File: src/rtl/vmask_reduce.sv
module vmask_reduce #(
  parameter int VLEN = 64,
  parameter int XLEN = 32
) (
  input  logic                       clk,
  input  logic                       rst_n,
  input  logic                       start,
  input  logic                       mode,
  input  logic                       vm,
  input  logic [VLEN-1:0]            src,
  input  logic [VLEN-1:0]            v0,
  input  logic [$clog2(VLEN+1)-1:0]  vl,
  input  logic [$clog2(VLEN+1)-1:0]  vstart,
  output logic                       busy,
  output logic                       done,
  output logic [XLEN-1:0]            result,
  output logic                       vstate_upd
);
  localparam int CW = $clog2(VLEN+1);
  localparam int IW = (VLEN > 1) ? $clog2(VLEN) : 1;

  logic [VLEN-1:0] src_q, act_q;
  logic [CW-1:0]   idx, end_q, beg_q, cnt, pos;
  logic            find_q, hit_seen;

  wire at_end = (idx >= end_q) || (find_q && hit_seen);
  wire hit    = src_q[idx[IW-1:0]] & act_q[idx[IW-1:0]];

  always_ff @(posedge clk) begin
    if (!rst_n) begin
      busy <= 1'b0; done <= 1'b0; result <= '0;
      src_q <= '0; act_q <= '0; idx <= '0; end_q <= '0; beg_q <= '0;
      cnt <= '0; pos <= '0; find_q <= 1'b0; hit_seen <= 1'b0;
    end else begin
      done <= 1'b0;
      if (!busy) begin
        if (start) begin
          busy <= 1'b1;
          src_q <= src;
          act_q <= vm ? '1 : v0;
          idx <= vstart; beg_q <= vstart; end_q <= vl;
          find_q <= mode; cnt <= '0; pos <= '0; hit_seen <= 1'b0;
        end
      end else if (at_end) begin
        busy <= 1'b0;
        done <= 1'b1;
        if (!find_q)       result <= XLEN'(cnt);
        else if (hit_seen) result <= XLEN'(pos);
        else               result <= '1;
      end else begin
        idx <= idx + 1'b1;
        if (hit) begin
          cnt <= cnt + 1'b1;
          if (!hit_seen) begin
            hit_seen <= 1'b1;
            pos <= idx;
          end
        end
      end
    end
  end

  assign vstate_upd = done;


  done_pulse_chk: assert property (@(posedge clk) disable iff (!rst_n)
    done |=> !done);

  result_hold_chk: assert property (@(posedge clk) disable iff (!rst_n)
    !done |-> $stable(result));

  busy_entry_chk: assert property (@(posedge clk) disable iff (!rst_n)
    $rose(busy) |-> $past(start));

  done_idle_chk: assert property (@(posedge clk) disable iff (!rst_n)
    done |-> !busy);

  window_chk: assert property (@(posedge clk) disable iff (!rst_n)
    (done && find_q && result != '1) |-> (result < XLEN'(end_q) && result >= XLEN'(beg_q)));

  count_bound_chk: assert property (@(posedge clk) disable iff (!rst_n)
    (done && !find_q) |-> (result <= XLEN'(end_q)));
endmodule

File: config.mk
export PLATFORM = sky130hd
export DESIGN_NAME = vmask_reduce
export DESIGN_NICKNAME = d
export VERILOG_FILES = /design/src/rtl/vmask_reduce.sv
export SDC_FILE = /design/constraint.sdc
export NUM_CORES = 1
export LEC_CHECK = 0
export BUFFER_PORTS_ARGS = -buffer_cell sky130_fd_sc_hd__buf_2
export CORE_ASPECT_RATIO = 0.7
export CORE_UTILIZATION = 45
export DETAILED_ROUTE_END_ITERATION = 6
export PLACE_DENSITY = 0.69
export SKIP_LAST_GASP = 1
export SYNTH_ARGS = -nofsm -noshare
export SYNTH_HDL_FRONTEND = slang
export SYNTH_SLANG_ARGS = --single-unit
export TNS_END_PERCENT = 50
File: constraint.sdc
create_clock -name clk -period 3.6 [get_ports clk]
set_input_delay 0.72 -clock clk [delete_from_list [all_inputs] [get_ports clk]]
set_output_delay 0.72 -clock clk [all_outputs]
set_load 0.05 [all_outputs]
==> results.py <==
metrics = {
    "sta": {
        "setup_viol_count_final": 0,
        "timing.final.crit_period_ps": 2894,
        "relSlewSlack": 0.1990,
        "hold_slack_ps": 447.7,
        "worstMarginPinSlew_ps": 1201,
        "finalCritPeriodShare": 0.8039,
        "final_report_max_slew_violation_count": 0,
        "max_freq_mhz": 345.5,
        "setup_total_negative_slack_ps": 0,
        "finalHoldViolCount": 0,
        "clock-skew-final_ps": 14.61,
        "setup_repair_after_global_routing_missed_its_margin": "false",
    },
    "critical_path": {
        "end_kind": "flip-flop",
        "critPathArrivalTime_ps": 3220,
        "max_stage_delay_ps": 530,
        "setup.worst_path.start": "idx[0]",
        "worst_ep_required_time_ps": 3930,
        "critical_path_peak_fanout": 13,
        "timing.critical_path.max_delay_family": "compound AO/OA/AOI/OAI gates",
        "slowest_stage": "sky130_fd_sc_hd__a211oi_1",
        "cp_cell_sequence": "inv_2 > ha_1 > nand2b_1 > a21o_1 > a211oi_1 > o21ai_1 > nand2_1 > buf_4 > a21oi_1 > a311oi_1",
        "cp-start-kind": "flip-flop",
        "critical_path_class": "flip-flop to flip-flop",
        "critical_path.n_buffers_inverters": 2,
        "critical_path.reg2reg.startpoint": "idx[0]",
    },
    "route": {
        "drtAntennaViolNets": 0,
        "route.vias.total": 6893,
        "drcViolationCount": 0,
        "initialDrtViolationCount": 600,
        "dr.pass1.iters": 5,
        "routed_via_density": 5.302,
        "drt-total-wl_um": 20060,
        "wl_per_cell_um": 15.43,
    },
    "finish": {
        "area_used_by_multi_input_combinational_logic_um2": 3542,
        "filler_cell_count": 1548,
        "post_layout_nonfiller_instances": 1300,
        "layout-area-overhead-vs-synth_pct": 18.70,
        "diodes": 0,
        "final_common_cell": "sky130_fd_sc_hd__nand2_1",
        "seqCellArea_um2": 3364,
        "final_design_area_no_fill_um2": 8833,
        "mostFrequentLayoutCells": "sky130_fd_sc_hd__nand2_1, sky130_fd_sc_hd__buf_2, sky130_fd_sc_hd__dfxtp_1",
        "fin_nets": 1223,
        "drive_gt1_frac": 0.2333,
    },
    "floorplanning": {
        "initial_utilization": 0.4700,
        "die_h_um": 109.6,
        "die_area_um2": 17060,
        "placeableCoreArea_um2": 15830,
        "cell_row_count": 38,
        "die_w_um": 155.7,
        "top_ports": 182,
    },
    "grt": {
        "grt_antenna_before_repair": 0,
        "grt_pass1_wl_um": 32130,
        "grt_start_max_net_pins": 133,
        "grt-ovfl-total": 0,
        "grt_pass1_vias": 6232,
        "grt_util_all_layers": 0.2410,
    },
    "placed_design": {
        "post_detail_place_hpwl_um": 13470,
        "global_placement_routability_congestion": 0.8329,
        "place_inst": 1268,
        "placedInstanceArea_um2": 8247,
        "placement.io_buffers": 181,
    },
    "pwr": {
        "leakagePower_nw": 3.590,
        "p_per_area_nw_per_um2": 533.8,
        "irDropWorstVdd_v": 0.0002845,
    },
    "cts": {
        "clock_sinks": 168,
        "post_cts.resized_instances": 0,
        "ctsLongestPathBuffers": 2,
        "cts-htree-levels": 4,
        "tritoncts.num_buffers": 17,
        "post_cts_hold_buffer_count": 0,
        "cts.reportedPaths.clkPinSlew_ps": 70,
        "clk-insertion-delay-late_ps": 430,
        "post-cts-setup-buffers": 0,
        "ctsRootBufferMaster": "sky130_fd_sc_hd__clkbuf_16",
        "tritoncts": "built",
    },
    "synth": {
        "fraction_of_registers_with_async_set_reset": 0,
        "synth_adder_area_share": 0.01513,
        "synthesis.nets": 1110,
        "synth_xor_area_frac": 0.002354,
        "syn-instance-count": 954,
        "mappedNetlistArea_um2": 7442,
        "average_footprint_of_a_synthesized_cell_um2": 7.801,
        "synthSimpleGateAreaFrac": 0.2856,
        "post_synth_mux_area_share": 0.01967,
        "synth.lib_cells_used.distinct": 60,
        "yosys_most_used_dff": "sky130_fd_sc_hd__dfxtp_1",
        "seq_area_frac_synth": 0.4519,
        "synth_edf_count": 0,
        "synth.ff_latch_count": 168,
        "synth_top_family_by_area": "simple AND/OR/NAND/NOR gates",
        "yosysWarningCount": 0,
        "compound_cell_area_share_of_the_yosys_netlist": 0.1511,
    },
    "hold_path": {
        "hold_path.class": "flip-flop to flip-flop",
        "worst_hold_startpoint": "result[4]",
    },
    "job": {
        "maxCapViolations": 0,
    },
    "outcome": {
        "outcome": "complete, no violations",
    },
}
==> report_power, final <==
| group | internal [W] | leakage [nW] | switching (W) | total, W |
|---|---|---|---|---|
| clock network | 0.000986 | 0.289 | 0.000843 | 0.00183 |
| registers | 0.00201 | 1.38 | 0.0000966 | 0.00210 |
| logic | 0.000282 | 1.92 | 0.000502 | 0.000784 |
==> worst paths after layout <==
check / end / slack, ps / depth (start not counted)
worst max-delay path: idx[5] / 710 / 10
worst min-delay path: result[4] / 450 / 2
worst max register to register: idx[5] / 710 / 10
worst min register to register: result[4] / 450 / 2
==> area by class of cell <==
cell class | instances | area share
clock inverters | 15 | 0.01827
multi-input cells | 676 | 0.4010
clock buffers | 17 | 0.04816
well taps | 220 | 0.03116
flip-flops and latches | 168 | 0.3809
inverters | 11 | 0.004958
repair buffers | 193 | 0.1156
==> synthesized netlist by cell type, drive strengths merged, types with 7 or more instances <==
master  number  area [µm²]
a211oi       7       70.07
a21oi       90       450.4
a31oi       10       77.57
buf         45       307.8
clkbuf      54       202.7
dfxtp      168        3363
ha           9       112.6
inv         11       41.29
mux2i        9       90.09
nand2      196       735.7
nand3       41       205.2
nor2        73       274.0
nor3       131       660.6
o211ai       9       72.57
o21ai       26       130.1
o22ai       10       62.56
or2          8       50.05
==> tightest hold or removal path, cell delays in order, from the launching register on <==
cell	delay [ps]
sky130_fd_sc_hd__dfxtp_1	310
sky130_fd_sc_hd__nand2_1	50
sky130_fd_sc_hd__a21oi_1	50
==> cells by family after synthesis <==
family | Yosys count
adders and majority gates | 9
buffers and inverters | 110
xor gates and xnor gates | 2
DFF | 168
muxes | 12
AOI/OAI and AO/OA | 178
and+or+nand+nor | 475
==> metrics by stage <==
| step | util | worst slack, ps | total power [W] |
|---|---|---|---|
| floorplan | - | 1057 | 0.002685 |
| global placement | 0.5209 | 906.3 | 0.002910 |
| detailed placement | 0.5209 | 774.6 | 0.002921 |
| CTS | 0.5579 | 756.4 | 0.004731 |
| global route | 0.5579 | 557.7 | 0.004914 |
| finish | 0.5579 | 705.8 | 0.004715 |
==> layer usage <==
| layer | up-vias | global-route usage | part of all wire |
|---|---|---|---|
| met5 | - | 0 | 0 |
| met4 | 0 | 0.04552 | 0.0052 |
| met3 | 12 | 0.04415 | 0.059 |
| met2 | 227 | 0.3578 | 0.43 |
| met1 | 3162 | 0.3629 | 0.51 |
| li1 | 3492 | - | - |
==> state kept, by name, summed over array words and instances, names as in the netlist, 7 cells and up <==
signal / cells
idx: 7
src_q: 64
end_q: 7
cnt: 7
act_q: 64
pos: 7
result: 8
Note: power is estimated with default switching activity, not from simulation.
